**src/rtl/irq_line_pending_pkg.sv**
```systemverilog
package irq_line_pending_pkg;

    // Width of interrupt IDs carried by acknowledge and end-of-interrupt events
    localparam int IRQ_ID_W    = 10;
    // ID assigned to external wire 0
    localparam int EXT_ID_BASE = 32;

    // Outcome of comparing a synchronized wire against its stored level
    typedef enum logic [1:0] {
        LN_HOLD = 2'd0,
        LN_RISE = 2'd1,
        LN_FALL = 2'd2
    } line_evt_e;

    // Two-bit per-source mode field: upper bit trigger, lower bit model
    typedef struct packed {
        logic edge_trig;    // 1: edge-triggered, 0: level-triggered
        logic one_handler;  // 1: a single processor handles the source
    } src_mode_t;

    // True when an event ID names external source src
    function automatic logic id_hits(input logic [IRQ_ID_W-1:0] id,
                                     input int unsigned src);
        return id == IRQ_ID_W'(EXT_ID_BASE + src);
    endfunction

endpackage

```
**src/rtl/irq_line_pending_sync.sv**
```systemverilog
module irq_line_pending_sync #(
    parameter int WIDTH       = 1,
    parameter int SYNC_STAGES = 2
) (
    input  logic             clk,
    input  logic             rst,
    input  logic [WIDTH-1:0] async_i,
    output logic [WIDTH-1:0] sync_o
);
    logic [WIDTH-1:0] stage_q [SYNC_STAGES];

    always_ff @(posedge clk) begin
        if (rst) begin
            for (int i = 0; i < SYNC_STAGES; i++) begin
                stage_q[i] <= '0;
            end
        end else begin
            stage_q[0] <= async_i;
            for (int i = 1; i < SYNC_STAGES; i++) begin
                stage_q[i] <= stage_q[i-1];
            end
        end
    end

    assign sync_o = stage_q[SYNC_STAGES-1];
endmodule

```
**src/rtl/irq_line_pending_track.sv**
```systemverilog
module irq_line_pending_track
    import irq_line_pending_pkg::*;
(
    input  logic      clk,
    input  logic      rst,
    input  logic      sync_i,
    output logic      level_q,
    output line_evt_e evt_o
);
    // Transition against the last accepted level; equal levels do nothing
    always_comb begin
        if (sync_i == level_q) begin
            evt_o = LN_HOLD;
        end else if (sync_i) begin
            evt_o = LN_RISE;
        end else begin
            evt_o = LN_FALL;
        end
    end

    always_ff @(posedge clk) begin
        if (rst) begin
            level_q <= 1'b0;
        end else begin
            level_q <= sync_i;
        end
    end
endmodule

```
**src/rtl/irq_line_pending_cell.sv**
```systemverilog
module irq_line_pending_cell
    import irq_line_pending_pkg::*;
#(
    parameter int NUM_CPU = 4,
    parameter int CPU_W   = 2
) (
    input  logic               clk,
    input  logic               rst,
    input  line_evt_e          evt_i,
    input  src_mode_t          mode_i,
    input  logic               enable_i,
    input  logic [NUM_CPU-1:0] target_i,
    input  logic               level_i,
    input  logic               ack_hit_i,
    input  logic [CPU_W-1:0]   ack_cpu_i,
    input  logic               eoi_hit_i,
    input  logic [CPU_W-1:0]   eoi_cpu_i,
    output logic [NUM_CPU-1:0] pend_o
);
    logic [NUM_CPU-1:0] ack_sel;
    logic [NUM_CPU-1:0] eoi_sel;
    logic [NUM_CPU-1:0] set_v;
    logic [NUM_CPU-1:0] clr_v;

    always_comb begin
        for (int c = 0; c < NUM_CPU; c++) begin
            ack_sel[c] = (ack_cpu_i == CPU_W'(c));
            eoi_sel[c] = (eoi_cpu_i == CPU_W'(c));
        end

        set_v = '0;
        if (evt_i == LN_RISE && (mode_i.edge_trig || enable_i)) begin
            set_v = set_v | target_i;
        end
        if (eoi_hit_i && !mode_i.edge_trig && enable_i && level_i) begin
            set_v = set_v | (eoi_sel & target_i);
        end

        clr_v = '0;
        if (ack_hit_i) begin
            clr_v = mode_i.one_handler ? {NUM_CPU{1'b1}} : ack_sel;
        end
    end

    // Clear first, then set: a coincident set survives
    always_ff @(posedge clk) begin
        if (rst) begin
            pend_o <= '0;
        end else begin
            pend_o <= (pend_o & ~clr_v) | set_v;
        end
    end
endmodule

```
**src/rtl/irq_line_pending.sv**
```systemverilog
module irq_line_pending
    import irq_line_pending_pkg::*;
#(
    parameter  int NUM_LINES   = 16,
    parameter  int NUM_CPU     = 4,
    parameter  int SYNC_STAGES = 2,
    localparam int CPU_W       = (NUM_CPU > 1) ? $clog2(NUM_CPU) : 1
) (
    input  logic                         clk,
    input  logic                         rst,
    input  logic [NUM_LINES-1:0]         irq_line_i,
    input  logic [NUM_LINES-1:0]         src_enable_i,
    input  logic [2*NUM_LINES-1:0]       src_mode_i,
    input  logic [NUM_LINES*NUM_CPU-1:0] src_target_i,
    input  logic                         ack_valid_i,
    input  logic [CPU_W-1:0]             ack_cpu_i,
    input  logic [IRQ_ID_W-1:0]          ack_id_i,
    input  logic                         eoi_valid_i,
    input  logic [CPU_W-1:0]             eoi_cpu_i,
    input  logic [IRQ_ID_W-1:0]          eoi_id_i,
    output logic [NUM_LINES*NUM_CPU-1:0] pending_o
);
    logic [NUM_LINES-1:0] line_sync;
    logic [NUM_LINES-1:0] level_q;
    logic [NUM_LINES-1:0] rise_v;
    logic [NUM_LINES-1:0] fall_v;
    logic [NUM_LINES-1:0] ack_hit;
    logic [NUM_LINES-1:0] eoi_hit;
    line_evt_e            evt [NUM_LINES];

    irq_line_pending_sync #(
        .WIDTH       (NUM_LINES),
        .SYNC_STAGES (SYNC_STAGES)
    ) u_sync (
        .clk     (clk),
        .rst     (rst),
        .async_i (irq_line_i),
        .sync_o  (line_sync)
    );

    for (genvar s = 0; s < NUM_LINES; s++) begin : g_src
        src_mode_t mode_s;
        assign mode_s = src_mode_t'(src_mode_i[2*s +: 2]);

        irq_line_pending_track u_track (
            .clk     (clk),
            .rst     (rst),
            .sync_i  (line_sync[s]),
            .level_q (level_q[s]),
            .evt_o   (evt[s])
        );

        assign rise_v[s]  = (evt[s] == LN_RISE);
        assign fall_v[s]  = (evt[s] == LN_FALL);
        assign ack_hit[s] = ack_valid_i && id_hits(ack_id_i, s);
        assign eoi_hit[s] = eoi_valid_i && id_hits(eoi_id_i, s);

        irq_line_pending_cell #(
            .NUM_CPU (NUM_CPU),
            .CPU_W   (CPU_W)
        ) u_cell (
            .clk       (clk),
            .rst       (rst),
            .evt_i     (evt[s]),
            .mode_i    (mode_s),
            .enable_i  (src_enable_i[s]),
            .target_i  (src_target_i[s*NUM_CPU +: NUM_CPU]),
            .level_i   (level_q[s]),
            .ack_hit_i (ack_hit[s]),
            .ack_cpu_i (ack_cpu_i),
            .eoi_hit_i (eoi_hit[s]),
            .eoi_cpu_i (eoi_cpu_i),
            .pend_o    (pending_o[s*NUM_CPU +: NUM_CPU])
        );
    end
endmodule

```
**config.mk**
```make
export PLATFORM = sky130hd
export DESIGN_NAME = irq_line_pending
export DESIGN_NICKNAME = d
export VERILOG_FILES = /design/src/rtl/irq_line_pending_pkg.sv /design/src/rtl/irq_line_pending_sync.sv /design/src/rtl/irq_line_pending_track.sv /design/src/rtl/irq_line_pending_cell.sv /design/src/rtl/irq_line_pending.sv
export SDC_FILE = /design/constraint.sdc
export NUM_CORES = 1
export LEC_CHECK = 0
export BUFFER_PORTS_ARGS = -buffer_cell sky130_fd_sc_hd__buf_2
export CAP_MARGIN = 20
export CORE_MARGIN = 1
export CORE_UTILIZATION = 52
export DETAILED_ROUTE_END_ITERATION = 8
export PLACE_DENSITY_LB_ADDON = 0.15
export SETUP_SLACK_MARGIN = 0.3
export SYNTH_ARGS = -nofsm -noshare
export SYNTH_HDL_FRONTEND = slang
export SYNTH_SLANG_ARGS = --single-unit
export TNS_END_PERCENT = 5
```
**constraint.sdc**
```tcl
create_clock -name clk -period 3.32 [get_ports clk]
set_input_delay 0.166 -clock clk [delete_from_list [all_inputs] [get_ports clk]]
set_output_delay 0.166 -clock clk [all_outputs]
set_load 0.01 [all_outputs]
```
; Yosys cells after proc, flatten, opt, wreduce, memory -nomap -nowiden
; Memory sizes are Yosys's and may differ from the RTL's.
; Cells that the tools add are included.
; Widths: inputs -> output; s select.
[word_totals]
reg_bits = 80
mem_bits_rw = 32
out_inout_bits = 64
elab_cells = 416
n_memories = 1
[memory_table]
columns = name, words, width, rd, rd_ports_with_merged_regs, write_ports, line_no
row1 = u_sync.stage_q, 2, 16, 2, 0, 2, irq_line_pending_sync.sv:10  ; logic [WIDTH-1:0] stage_q [SYNC_STAGES];
[classes]
n_eq_ne = 70
mux = 101
bitwise = 82
n_reduce_logical = 130
[ops]
columns = operator, count
row1 = $eq 10x6->1 const B, 32
row2 = $mux 4, 64
row3 = $and 4x4->4, 32
row4 = $or 4x4->4, 32
row5 = $logic_and 1x1->1, 96
row6 = $mux 2, 32
row7 = $not 4->4, 16
row8 = $eq 2x1->1 const B, 18
row9 = $mux 16, 2
row10 = $eq 1x1->1, 16
row11 = $logic_not 1->1, 16
row12 = $logic_or 1x1->1, 16
row13 = $eq 2x2->1 const B, 4
row14 = $logic_not 2->1, 2
row15 = $mux 1, 3
row16 = $or 1x1->1, 2

; Longest topological paths before layout
; Gate-level depths: netlist (run 1).
[depth]
word_depth = 8
mapped_depth = 6

; Cells and area by module
; From an unflattened synthesis (run 1), not the netlist that was laid out.
[hier_totals]
cells_unflattened = 703
area_unflattened_um2 = 6223.5
[modules_own_cells]
columns = module, instances, cells_each, area_per_inst_um2
row1 = irq_line_pending_cell, 16, 31, 264.0
row2 = irq_line_pending_sync, 1, 83, 983.4
row3 = irq_line_pending_track, 16, 4, 38.8
row4 = irq_line_pending, 1, 60, 395.4

; Worst setup path before layout (run 1)
; Ideal clock, no wire load.
[synth_path]
path_type = input port to flip-flop
from = in eoi_id_i[4]
to = reg g_src[0].u_cell.pend_o[0]
setup_ns = 0.058
arrival_ns = 1.659
slack_ns = 1.603
stages = 5
n_path_buf = 1
path_cell_list = or4b_1 -> buf_4 -> or4_4 -> nor3_4 -> a211o_1
[synth_via]
elab_chain_len = 7
[synth_lines]
columns = item, line_no
row1 = "start, declared", irq_line_pending.sv:20  ; input logic [IRQ_ID_W-1:0] eoi_id_i,
row2 = $eq 10x6->1, irq_line_pending_pkg.sv:24  ; return id == IRQ_ID_W'(EXT_ID_BASE + src);
row3 = $logic_and 1x1->1, irq_line_pending.sv:56  ; assign eoi_hit[s] = eoi_valid_i && id_hits(eoi_id_i, s);
row4 = $logic_and 1x1->1 (3 in series), irq_line_pending_cell.sv:35  ; if (eoi_hit_i && !mode_i.edge_trig && enable_i && level_i) begin
row5 = $mux 4, irq_line_pending_cell.sv:35
row6 = $or 4x4->4, irq_line_pending_cell.sv:50  ; pend_o <= (pend_o & ~clr_v) | set_v;
row7 = "end signal, assigned", irq_line_pending_cell.sv:50
row8 = "end, declared", irq_line_pending_cell.sv:18  ; output logic [NUM_CPU-1:0] pend_o
; Every way passes these cells.
; A chain may end at the register's enable or synchronous reset.

; Worst setup path in the final report (run 1)
[layout_path]
from = in eoi_id_i[4]
to = reg g_src[13].u_cell.pend_o[3]
[layout_via]
elab_chain_len = 7
[layout_lines]
columns = item, line_no
row1 = $eq 10x6->1, irq_line_pending_pkg.sv:24
row2 = $logic_and 1x1->1, irq_line_pending.sv:56
row3 = $logic_and 1x1->1 (3 in series), irq_line_pending_cell.sv:35
row4 = $mux 4, irq_line_pending_cell.sv:35
row5 = $or 4x4->4, irq_line_pending_cell.sv:50
row6 = "end signal, assigned", irq_line_pending_cell.sv:50
row7 = "end, declared", irq_line_pending_cell.sv:18
; Every way passes these cells.

==> results of run 1 <==
==> per-layer routing <==
layer | GRT usage | vias up | share of wire
met5 | 0 | - | 0
met4 | 0.1327 | 0 | 0.030
met3 | 0.04073 | 44 | 0.093
met2 | 0.5514 | 379 | 0.46
met1 | 0.4427 | 2729 | 0.41
li1 | - | 2852 | -
==> power by group through the flow <==
stage          sequential, mW  combinational [mW]  clock, mW
2_1_floorplan            1.45               0.175          0
3_3_place_gp             1.44               0.371          0
3_5_place_dp             1.44               0.379          0
4_1_cts                  1.41               0.388      0.840
5_1_grt                  1.42               0.425      0.898
6_report                 1.41               0.394      0.836
==> per-stage QoR <==
stage                       util  instances  hold WS (ns)
after floorplan                -        683        0.2942
after global placement    0.6648       1006        0.3723
after detailed placement  0.6648       1006        0.3798
after CTS                 0.6928       1030    0.00005196
after global routing      0.6931       1031      0.009395
final                     0.6931       1031      0.003011
==> cell families (layout without fill, tap and decap cells) <==
family,count (synthesis),in the layout,synth area share
other,0,1,0
buffers and inverters,40,254,0.03035
AND/OR/NAND/NOR,378,378,0.3802
AO/OA/AOI/OAI,153,153,0.1742
flip-flops,112,112,0.4152
==> how the worst max path moves through the flow <==
stage / startpoint / to / slack, ns / depth (start not counted)
5_1_grt: eoi_id_i[4] / g_src[13].u_cell.pend_o[3] / 1.35 / 6
4_1_cts: eoi_id_i[4] / g_src[13].u_cell.pend_o[3] / 1.44 / 6
2_1_floorplan: eoi_id_i[4] / g_src[0].u_cell.pend_o[0] / 1.60 / 5
3_5_place_dp: eoi_id_i[4] / g_src[13].u_cell.pend_o[3] / 1.06 / 6
3_3_place_gp: eoi_id_i[4] / g_src[13].u_cell.pend_o[3] / 1.11 / 6
6_report: eoi_id_i[4] / g_src[13].u_cell.pend_o[3] / 1.31 / 6
==> final cells by class <==
cell class                 instances  area, sq um  share of cell area
sequential                       112         2242              0.3265
timing repair buffer             236         1256              0.1829
antenna                            1        2.502           0.0003644
tap                              133        166.4             0.02423
clock buffer                      11        141.4             0.02059
inverter                           2        8.758            0.001275
clock inverter                     5        56.30            0.008198
multi-input combinational        531         2994              0.4360
==> state kept, by name, summed over array words and instances (netlist names) <==
name	flops
g_src.u_track.level_q	16
g_src.u_cell.pend_o	64
u_sync.stage_q	32
==> worst reg2reg max path, cell delays in order, from the launching register on <==
cell and delay [ns]:
dfxtp_1 0.35, nand2_1 0.05, nor4_1 0.81, a21oi_1 0.18
o22ai_1 0.19
==> cells in the final DEF (no fill, tap or decap), types with 13 or more instances in the layout <==
cell	Yosys	layout
buf_2	2	219
dfxtp_1	112	112
nand2_1	105	105
nor2_1	92	92
nor2b_1	63	63
a21oi_1	47	47
o211ai_1	30	30
nor3_1	26	26
o21ai_0	26	26
o22ai_1	24	24
nor3b_1	17	17
nand4b_1	13	13
==> summary.txt, run 1 <==
CTS resizes = 0
Post-Syn Instances = 683
P_int = 1.926 mW
Synth cell count leaders = 112 x dfxtp_1, 105 x nand2_1, 92 x nor2_1, 63 x nor2b_1, 47 x a21oi_1
Final worst path period share = 0.6044
CTS buffer count = 9
Die height = 103.9 um
Fill count = 867
Unrepaired setup endpoints after global routing = no
Number of flops mapped to enable cells by yosys = 0
Routability congestion estimate = 0.9373
First-pass GRT wire length = 27920 um
Pre-CTS setup slack = 1.056 ns
Largest net degree at the start of global routing = 64
Synthesized net count = 839
Pre-Repair DR Iteration Count = 6
Max-slew violations = 0
CTS tree = built
Crit path max fanout = 18
Pwr Density = 384.6 nW/um^2
CP Data Arrival Time = 2.31 ns
Final setup fails = 0
P_sw = 0.7156 mW
Final hold vios = 0
Yosys cell types = 42
YS warnings = 0
Status = finished clean
Clock transition at path regs = 0.10 ns
Drc violations = 0
CP Buf/Inv Count = 2
CTS sink count = 112
LEAKAGE = 2.916 nW
Cell Chain, Critical Path = buf_2 > or4b_1 > buf_4 > nor4_1 > a21oi_1 > o22ai_1
Post-route minimum period = 2.007 ns
Mapped Area = 5400 sq um
# hold bufs at CTS = 8
Placed cell area = 6588 sq um
Startpoint Class = input port
Dominant cells by area after synthesis = dfxtp_1 42%, nor2b_1 7.3%, nand2_1 7.3%
Die ar. = 10800 sq um
Crit-path slowest cell = nor4_1
Layout area overhead = 27.18%
Flop-to-flop setup slack = 1.66 ns
Total core area = 9910 sq um
Slew margin rel. = 0.2805
Gr usage total = 0.3335
Hold endpoint = u_sync.stage_q[0][5]
Synth Flop Type = dfxtp_1
Number of port buffers = 219
Via-to-Cell Ratio = 5.823
Comb pwr share = 0.149
Share of layout cells above drive strength 1 = 0.2887
HPWL after DPL = 14040 um
CTS HTree Levels = 3
Worst r2r src = g_src[13].u_track.level_q
Max stage delay on crit path = 0.92 ns
Antenna Violating Nets Remaining = 0
Post-Route Skew = 0.009443 ns
Most numerous cell in the Yosys netlist = dfxtp_1
Switching Fraction = 0.2709
Gr ovfl total = 0
Reg power frac = 0.535
Final #Nets = 1048
Drt initial violations = 502
Clock share of power = 0.316
Setup_tns = 0 ns
Seq/Total Area, Yosys = 0.4152
Cell taking the most area after synthesis = dfxtp_1
Num rows = 36
Async set-reset flop share out of synthesis = 0
Yosys top cell area share = 0.4152
Worst-margin pin slew = 1.069 ns
Fmax = 0.4983 GHz
IO Pins = 220
Worst VDD drop = 0.3183 mV
Vias in the first global route = 5511
CP Class = in -> reg
Final worst setup slack = 1.313 ns
Starting Density = 0.5449
Clk buf depth = 2
CTS root buf = clkbuf_8
Clk Latency, worst-skew pair = 0.38 ns
Cell family with most CP delay = simple AND/OR/NAND/NOR gates
R2R depth = 4
Worst hold stages = 2
Routed WL per cell = 17.81 um
Fin area = 6868 sq um
Via count = 6004
Post-CTS setup buffer count = 0
Max_cap viols = 0
CP Capture Type = register
Initial antenna violation count = 1
Overall power = 2.642 mW
HP Class = in -> reg
Die width = 103.9 um
Critical hold path startpoint = irq_line_i[5]
Register bit total from synthesis = 112
FF-to-FF End = g_src[13].u_cell.pend_o[3]
WP data required = 3.63 ns
Avg Cell Area, Syn = 7.907 sq um
WL final = 18370 um
Note: power is estimated with default switching activity, not from simulation.
==> run 2, diff against run 1 <==
--- a/config.mk
+++ b/config.mk
@@ -5,10 +5,11 @@
 export SDC_FILE = /design/constraint.sdc
 export NUM_CORES = 1
 export LEC_CHECK = 0
+export ABC_AREA = 1
 export BUFFER_PORTS_ARGS = -buffer_cell sky130_fd_sc_hd__buf_2
 export CAP_MARGIN = 20
 export CORE_MARGIN = 1
-export CORE_UTILIZATION = 52
+export CORE_UTILIZATION = 51
 export DETAILED_ROUTE_END_ITERATION = 8
 export PLACE_DENSITY_LB_ADDON = 0.15
 export SETUP_SLACK_MARGIN = 0.3
==> constraint.sdc (replaced) <==
create_clock -name clk -period 1.96 [get_ports clk]
set_input_delay 0.098 -clock clk [delete_from_list [all_inputs] [get_ports clk]]
set_output_delay 0.098 -clock clk [all_outputs]
set_load 0.01 [all_outputs]
==> run 2 against run 1 <==
Count of clock-buffer cells in the layout increased by 1. Combinational power up 93%. Global-route usage decreased by 2.3 points. Via count up 19%. Critical path depth did not move. Largest cell class unchanged.
==> summary.txt, run 2 <==
Top Layer Used = met4
Max-slew violations = 0
Fill count = 1180
Hold endpoint = g_src[13].u_cell.pend_o[3]
WL final = 19830 um
Seq/Total Area, Yosys = 0.3482
Die height = 114.4 um
Register bit total from synthesis = 112
Die ar. = 13080 sq um
Critical hold path startpoint = src_target_i[55]
Slew margin rel. = 0.5108
Post-Route Skew = 0.006078 ns
Worst r2r src = u_sync.stage_q[0][18]
Post-Syn Instances = 1113
Synth cell count leaders = 285 x nand2_1, 283 x nor2_1, 224 x inv_1, 132 x nand3_1, 112 x dfxtp_1
Share of layout cells above drive strength 1 = 0.1934
YS warnings = 0
Final cell count without fillers = 1507
R2R depth = 6
M1 WL = 8667 um
FF-to-FF End = g_src[2].u_cell.pend_o[3]
Met2 wire len = 8495 um
CTS tree = built
CP Capture Type = register
Setup_tns = 0 ns
Synth Flop Type = dfxtp_1
Gr usage total = 0.3104
Num rows = 40
Clk buf depth = 2
Async set-reset flop share out of synthesis = 0
Post-CTS setup buffer count = 0
CP Data Arrival Time = 1.64 ns
Largest net degree at the start of global routing = 49
Unrepaired setup endpoints after global routing = no
First-pass GRT wire length = 31160 um
Final worst path period share = 0.6859
Antenna Violating Nets Remaining = 0
LEAKAGE = 4.952 nW
HPWL after DPL = 14770 um
HP Class = in -> reg
Pre-Repair DR Iteration Count = 5
Reg with most FFs = g_src.u_cell.pend_o
Worst-margin pin slew = 0.7320 ns
CTS root buf = clkbuf_16
Initial antenna violation count = 0
Final #Nets = 1490
Met3 WL post-DR = 2119 um
CTS HTree Levels = 3
Multi-input logic area = 3146 sq um
Mapped Area = 6439 sq um
Total core area = 12160 sq um
Number of port buffers = 219
Startpoint Class = register
Placed cells = 1475
Clk Latency, worst-skew pair = 0.36 ns
Yosys cell types = 16
Diode count = 0
Yosys top cell area share = 0.3482
Routability congestion estimate = 0.9250
Routed WL per cell = 13.16 um
Commonest non-fill, non-tap cell in the layout = nand2_1
Worst VDD drop = 0.6326 mV
Largest register FFs = 64
Worst hold stages = 5
Clock transition at path regs = 0.07 ns
CP Class = reg -> reg
Drt initial violations = 700
Final hold vios = 0
Most numerous cell in the Yosys netlist = nand2_1
Pwr Density = 614.7 nW/um^2
Synthesized net count = 1269
Starting Density = 0.5294
Gr ovfl total = 0
Reg area = 2242 sq um
Die width = 114.4 um
Number of flops mapped to enable cells by yosys = 0
Commonest non-fill, non-tap cells in the layout = 285 x nand2_1, 283 x nor2_1, 224 x inv_1
Fmax = 0.7439 GHz
Drc violations = 0
Dominant cells by area after synthesis = dfxtp_1 35%, nand2_1 17%, nor2_1 16%
Layout area overhead = 25.44%
CTS buffer count = 9
Max_cap viols = 0
Post-route minimum period = 1.344 ns
CTS sink count = 112
Flop-to-flop setup slack = 0.62 ns
Status = finished clean
Avg Cell Area, Syn = 5.785 sq um
Vias in the first global route = 6473
Crit path max fanout = 4
Via count = 7156
WP data required = 2.25 ns
Cell taking the most area after synthesis = dfxtp_1
IO Pins = 220
Final setup fails = 0
Largest registers = g_src.u_cell.pend_o x64, u_sync.stage_q x32, g_src.u_track.level_q x16
Via-to-Cell Ratio = 4.749
run 2: cell types whose count changed after synthesis, sizes merged, moves of 13 or more:
| cell | change |
|---|---|
| nand3 | +120 |
| buf | +15 |
| clkbuf | -20 |
| nor3b | -17 |
| nor2b | -63 |
| inv | +222 |
| o22ai | -24 |
| nor2 | +204 |
| nand4b | -13 |
| a21oi | -47 |
| o21ai | -32 |
| nand2 | +182 |
| nor4 | -16 |
| o211ai | -30 |
run 2: report_power, final:
part	switching, mW	total (mW)	internal [mW]
Combinational	0.457	0.759	0.301
Clock	0.853	1.82	0.968
Sequential	0.0317	2.39	2.35
run 2: layer usage:
| metal | up-vias | global-route usage |
|---|---|---|
| li1 | 3714 | - |
| met1 | 3039 | 0.4127 |
| met2 | 355 | 0.4881 |
| met3 | 48 | 0.08047 |
| met4 | 0 | 0.1065 |
| met5 | - | 0 |
run 2: worst max-delay path, cell delays in order, from the launching register on:
cell and delay [ns]:
dfxtp_1 0.31, inv_1 0.04, nor3_1 0.59, nand2_1 0.12, nand2_1 0.11, nor2_1 0.05, nor2_1 0.07
run 2: area by class of cell:
type / instances / share of cell area
inverter: 224 / 0.1041
timing repair buffer: 243 / 0.1664
clock buffer: 12 / 0.03300
tap: 168 / 0.02603
multi-input combinational: 744 / 0.3895
sequential: 112 / 0.2776
clock inverter: 4 / 0.003408
run 2: how the worst max path moves through the flow:
stage / startpoint / end / slack, ns / cells after the start
2_1_floorplan: ack_id_i[9] / g_src[14].u_cell.pend_o[0] / 0.88 / 8
3_3_place_gp: eoi_id_i[9] / g_src[0].u_cell.pend_o[3] / 0.55 / 8
3_5_place_dp: eoi_id_i[9] / g_src[0].u_cell.pend_o[3] / 0.49 / 8
4_1_cts: u_sync.stage_q[0][30] / g_src[14].u_cell.pend_o[3] / 0.64 / 6
5_1_grt: u_sync.stage_q[0][30] / g_src[14].u_cell.pend_o[3] / 0.46 / 6
6_report: u_sync.stage_q[0][18] / g_src[2].u_cell.pend_o[3] / 0.62 / 6
run 2: kinds of logic after synthesis:
| family | after synthesis | synth area share |
|---|---|---|
| simple gates | 744 | 0.4885 |
| buf+inv | 257 | 0.1632 |
| flops | 112 | 0.3482 |
run 2: metrics by stage:
stage | hold slack [ns] | instance area (sq um) | utilization | power [mW] | setup WS (ns)
2_1_floorplan | 0.2050 | 6439 | - | 2.827 | 0.8827
5_1_grt | 0.08129 | 8077 | 0.6641 | 5.162 | 0.4616
3_3_place_gp | 0.2961 | 7622 | 0.6267 | 3.145 | 0.5522
6_report | 0.05817 | 8077 | 0.6641 | 4.965 | 0.6157
3_5_place_dp | 0.3026 | 7622 | 0.6267 | 3.162 | 0.4865
4_1_cts | 0.05608 | 8077 | 0.6641 | 4.966 | 0.6432
run 2: repair_timing:
| action | in CTS | in global routing |
|---|---|---|
| hold buffers | 16 | 0 |
| hold endpoints to repair | 16 | 0 |
| gates resized for setup | 0 | 0 |
==> run 3, diff against run 2 <==
==> constraint.sdc (replaced) <==
create_clock -name clk -period 1.4 [get_ports clk]
set_input_delay 0.07 -clock clk [delete_from_list [all_inputs] [get_ports clk]]
set_output_delay 0.07 -clock clk [all_outputs]
set_load 0.01 [all_outputs]
==> run 3 against run 2 <==
Global-route usage up 0.83 points. Register-to-register slack worse by 0.32 ns. Final cell count is 2.0% higher. Sequential cell count stayed put. Total power grew 41%.
==> summary.txt, run 3 (synthesis gave the netlist of run 2 again) <==
Reg with most FFs = g_src.u_cell.pend_o
WP data required = 1.71 ns
Commonest non-fill, non-tap cells in the layout = 285 x nand2_1, 269 x nor2_1, 224 x inv_1
WL final = 20510 um
First-pass GRT wire length = 31790 um
Die height = 114.4 um
Clk buf depth = 2
Pwr Density = 824.8 nW/um^2
CTS buffer count = 9
Final hold vios = 0
Worst-margin pin slew = 0.4598 ns
Util after Layout = 0.6981
Commonest non-fill, non-tap cell in the layout = nand2_1
Worst hold stages = 5
Largest register FFs = 64
Final setup fails = 0
HPWL after DPL = 15480 um
Via-to-Cell Ratio = 4.746
Placed cells = 1502
Flop-to-flop setup slack = 0.30 ns
Max_cap viols = 0
Total core area = 12160 sq um
IO Pins = 220
Final #Nets = 1517
Final cell count without fillers = 1537
Die ar. = 13080 sq um
CTS root buf = clkbuf_16
Share of layout cells above drive strength 1 = 0.2306
Gr usage total = 0.3187
Worst VDD drop = 0.8606 mV
Status = finished clean
Routed WL per cell = 13.34 um
Drc violations = 0
Via count = 7294
R2R depth = 7
Final worst path period share = 0.7878
FF-to-FF End = g_src[10].u_cell.pend_o[0]
CTS HTree Levels = 3
Largest net degree at the start of global routing = 28
Clock transition at path regs = 0.08 ns
Initial antenna violation count = 3
Placed cell area = 7913 sq um
Critical hold path startpoint = src_target_i[38]
CP Data Arrival Time = 1.41 ns
Startpoint Class = register
Crit path max fanout = 4
Pre-Repair DR Iteration Count = 5
Vias in the first global route = 6523
Num rows = 40
Post-Route Skew = 0.008003 ns
Slew margin rel. = 0.6927
Layout area overhead = 31.87%
CTS tree = built
Drt initial violations = 729
CP Class = reg -> reg
Number of port buffers = 219
Unrepaired setup endpoints after global routing = yes
Setup_tns = 0 ns
Hold endpoint = g_src[9].u_cell.pend_o[2]
Routability congestion estimate = 0.9600
Post-route minimum period = 1.103 ns
Max-slew violations = 0
Fmax = 0.9067 GHz
Gr ovfl total = 0
Starting Density = 0.5294
CTS sink count = 112
Clk Latency, worst-skew pair = 0.36 ns
Antenna Violating Nets Remaining = 0
HP Class = in -> reg
LEAKAGE = 5.122 nW
Fin area = 8491 sq um
CP Capture Type = register
Worst r2r src = g_src[10].u_track.level_q
Largest registers = g_src.u_cell.pend_o x64, u_sync.stage_q x32, g_src.u_track.level_q x16
Die width = 114.4 um
-- run 3: cell count changes in the layout (fill, tap and decap cells not counted), sizes merged --
cell | previous run | this run
clkbuf | 12 | 9
inv | 224 | 227
buf | 227 | 254
diode | 0 | 3
-- run 3: critical path, stage by stage, from the launching register on --
cell and delay (ns):
dfxtp_2 0.33, nand4_1 0.11, nor2_2 0.18, buf_4 0.15, nand3_1 0.06, nand2_1 0.09
nor2_1 0.05, nor2_1 0.07
-- run 3: routing by layer --
metal / part of all wire / track usage / up-vias / wire length, um
li1: - / - / 3773 / -
met5: 0.00063 / 0 / - / 13
met3: 0.097 / 0.07623 / 57 / 1986
met2: 0.43 / 0.5042 / 356 / 8885
met4: 0.034 / 0.1325 / 2 / 697
met1: 0.44 / 0.4162 / 3106 / 8927
-- run 3: report_power, final --
part	total, mW	leakage, nW	internal, mW	switching, mW
Clock	2.53	0.143	1.25	1.28
Combinational	1.13	4.06	0.468	0.665
Sequential	3.34	0.916	3.29	0.0481
-- run 3: layout make-up --
class	instances	area (sq um)
inverters	224	840.8
repair buffers	270	1634
well taps	168	210.2
flip-flops and latches	112	2247
clock buffers	9	225.2
clock inverters	7	63.81
diodes	3	7.507
fillers	1132	3671
multi-input cells	744	3262
-- run 3: what timing repair did --
action | in CTS | in global routing
pin swaps | 0 | 10
hold endpoints to repair | 16 | 0
hold buffers | 16 | 0
buffers inserted | 0 | 0
resized for setup | 1 | 33
endpoints found under the setup margin | 23 | 62
-- run 3: stage by stage --
stage	hold WS, ns	setup slack, ns	power (mW)
5_1_grt	0.06015	0.2015	7.309
3_3_place_gp	0.2669	0.03390	4.458
3_5_place_dp	0.2758	0.03044	4.482
2_1_floorplan	0.1770	0.3507	3.958
6_report	0.02307	0.2971	7.003
4_1_cts	0.01595	0.2615	7.024
-- run 3: worst max-delay path by stage --
stage / to / slack (ns) / from
after global placement: g_src[3].u_cell.pend_o[3] / 0.03 / eoi_id_i[9]
final: g_src[10].u_cell.pend_o[0] / 0.30 / g_src[10].u_track.level_q
after detailed placement: g_src[3].u_cell.pend_o[3] / 0.03 / eoi_id_i[9]
after global routing: g_src[3].u_cell.pend_o[2] / 0.20 / g_src[3].u_track.level_q
after floorplan: g_src[14].u_cell.pend_o[0] / 0.35 / ack_id_i[9]
after CTS: g_src[1].u_cell.pend_o[0] / 0.26 / u_sync.stage_q[0][17]
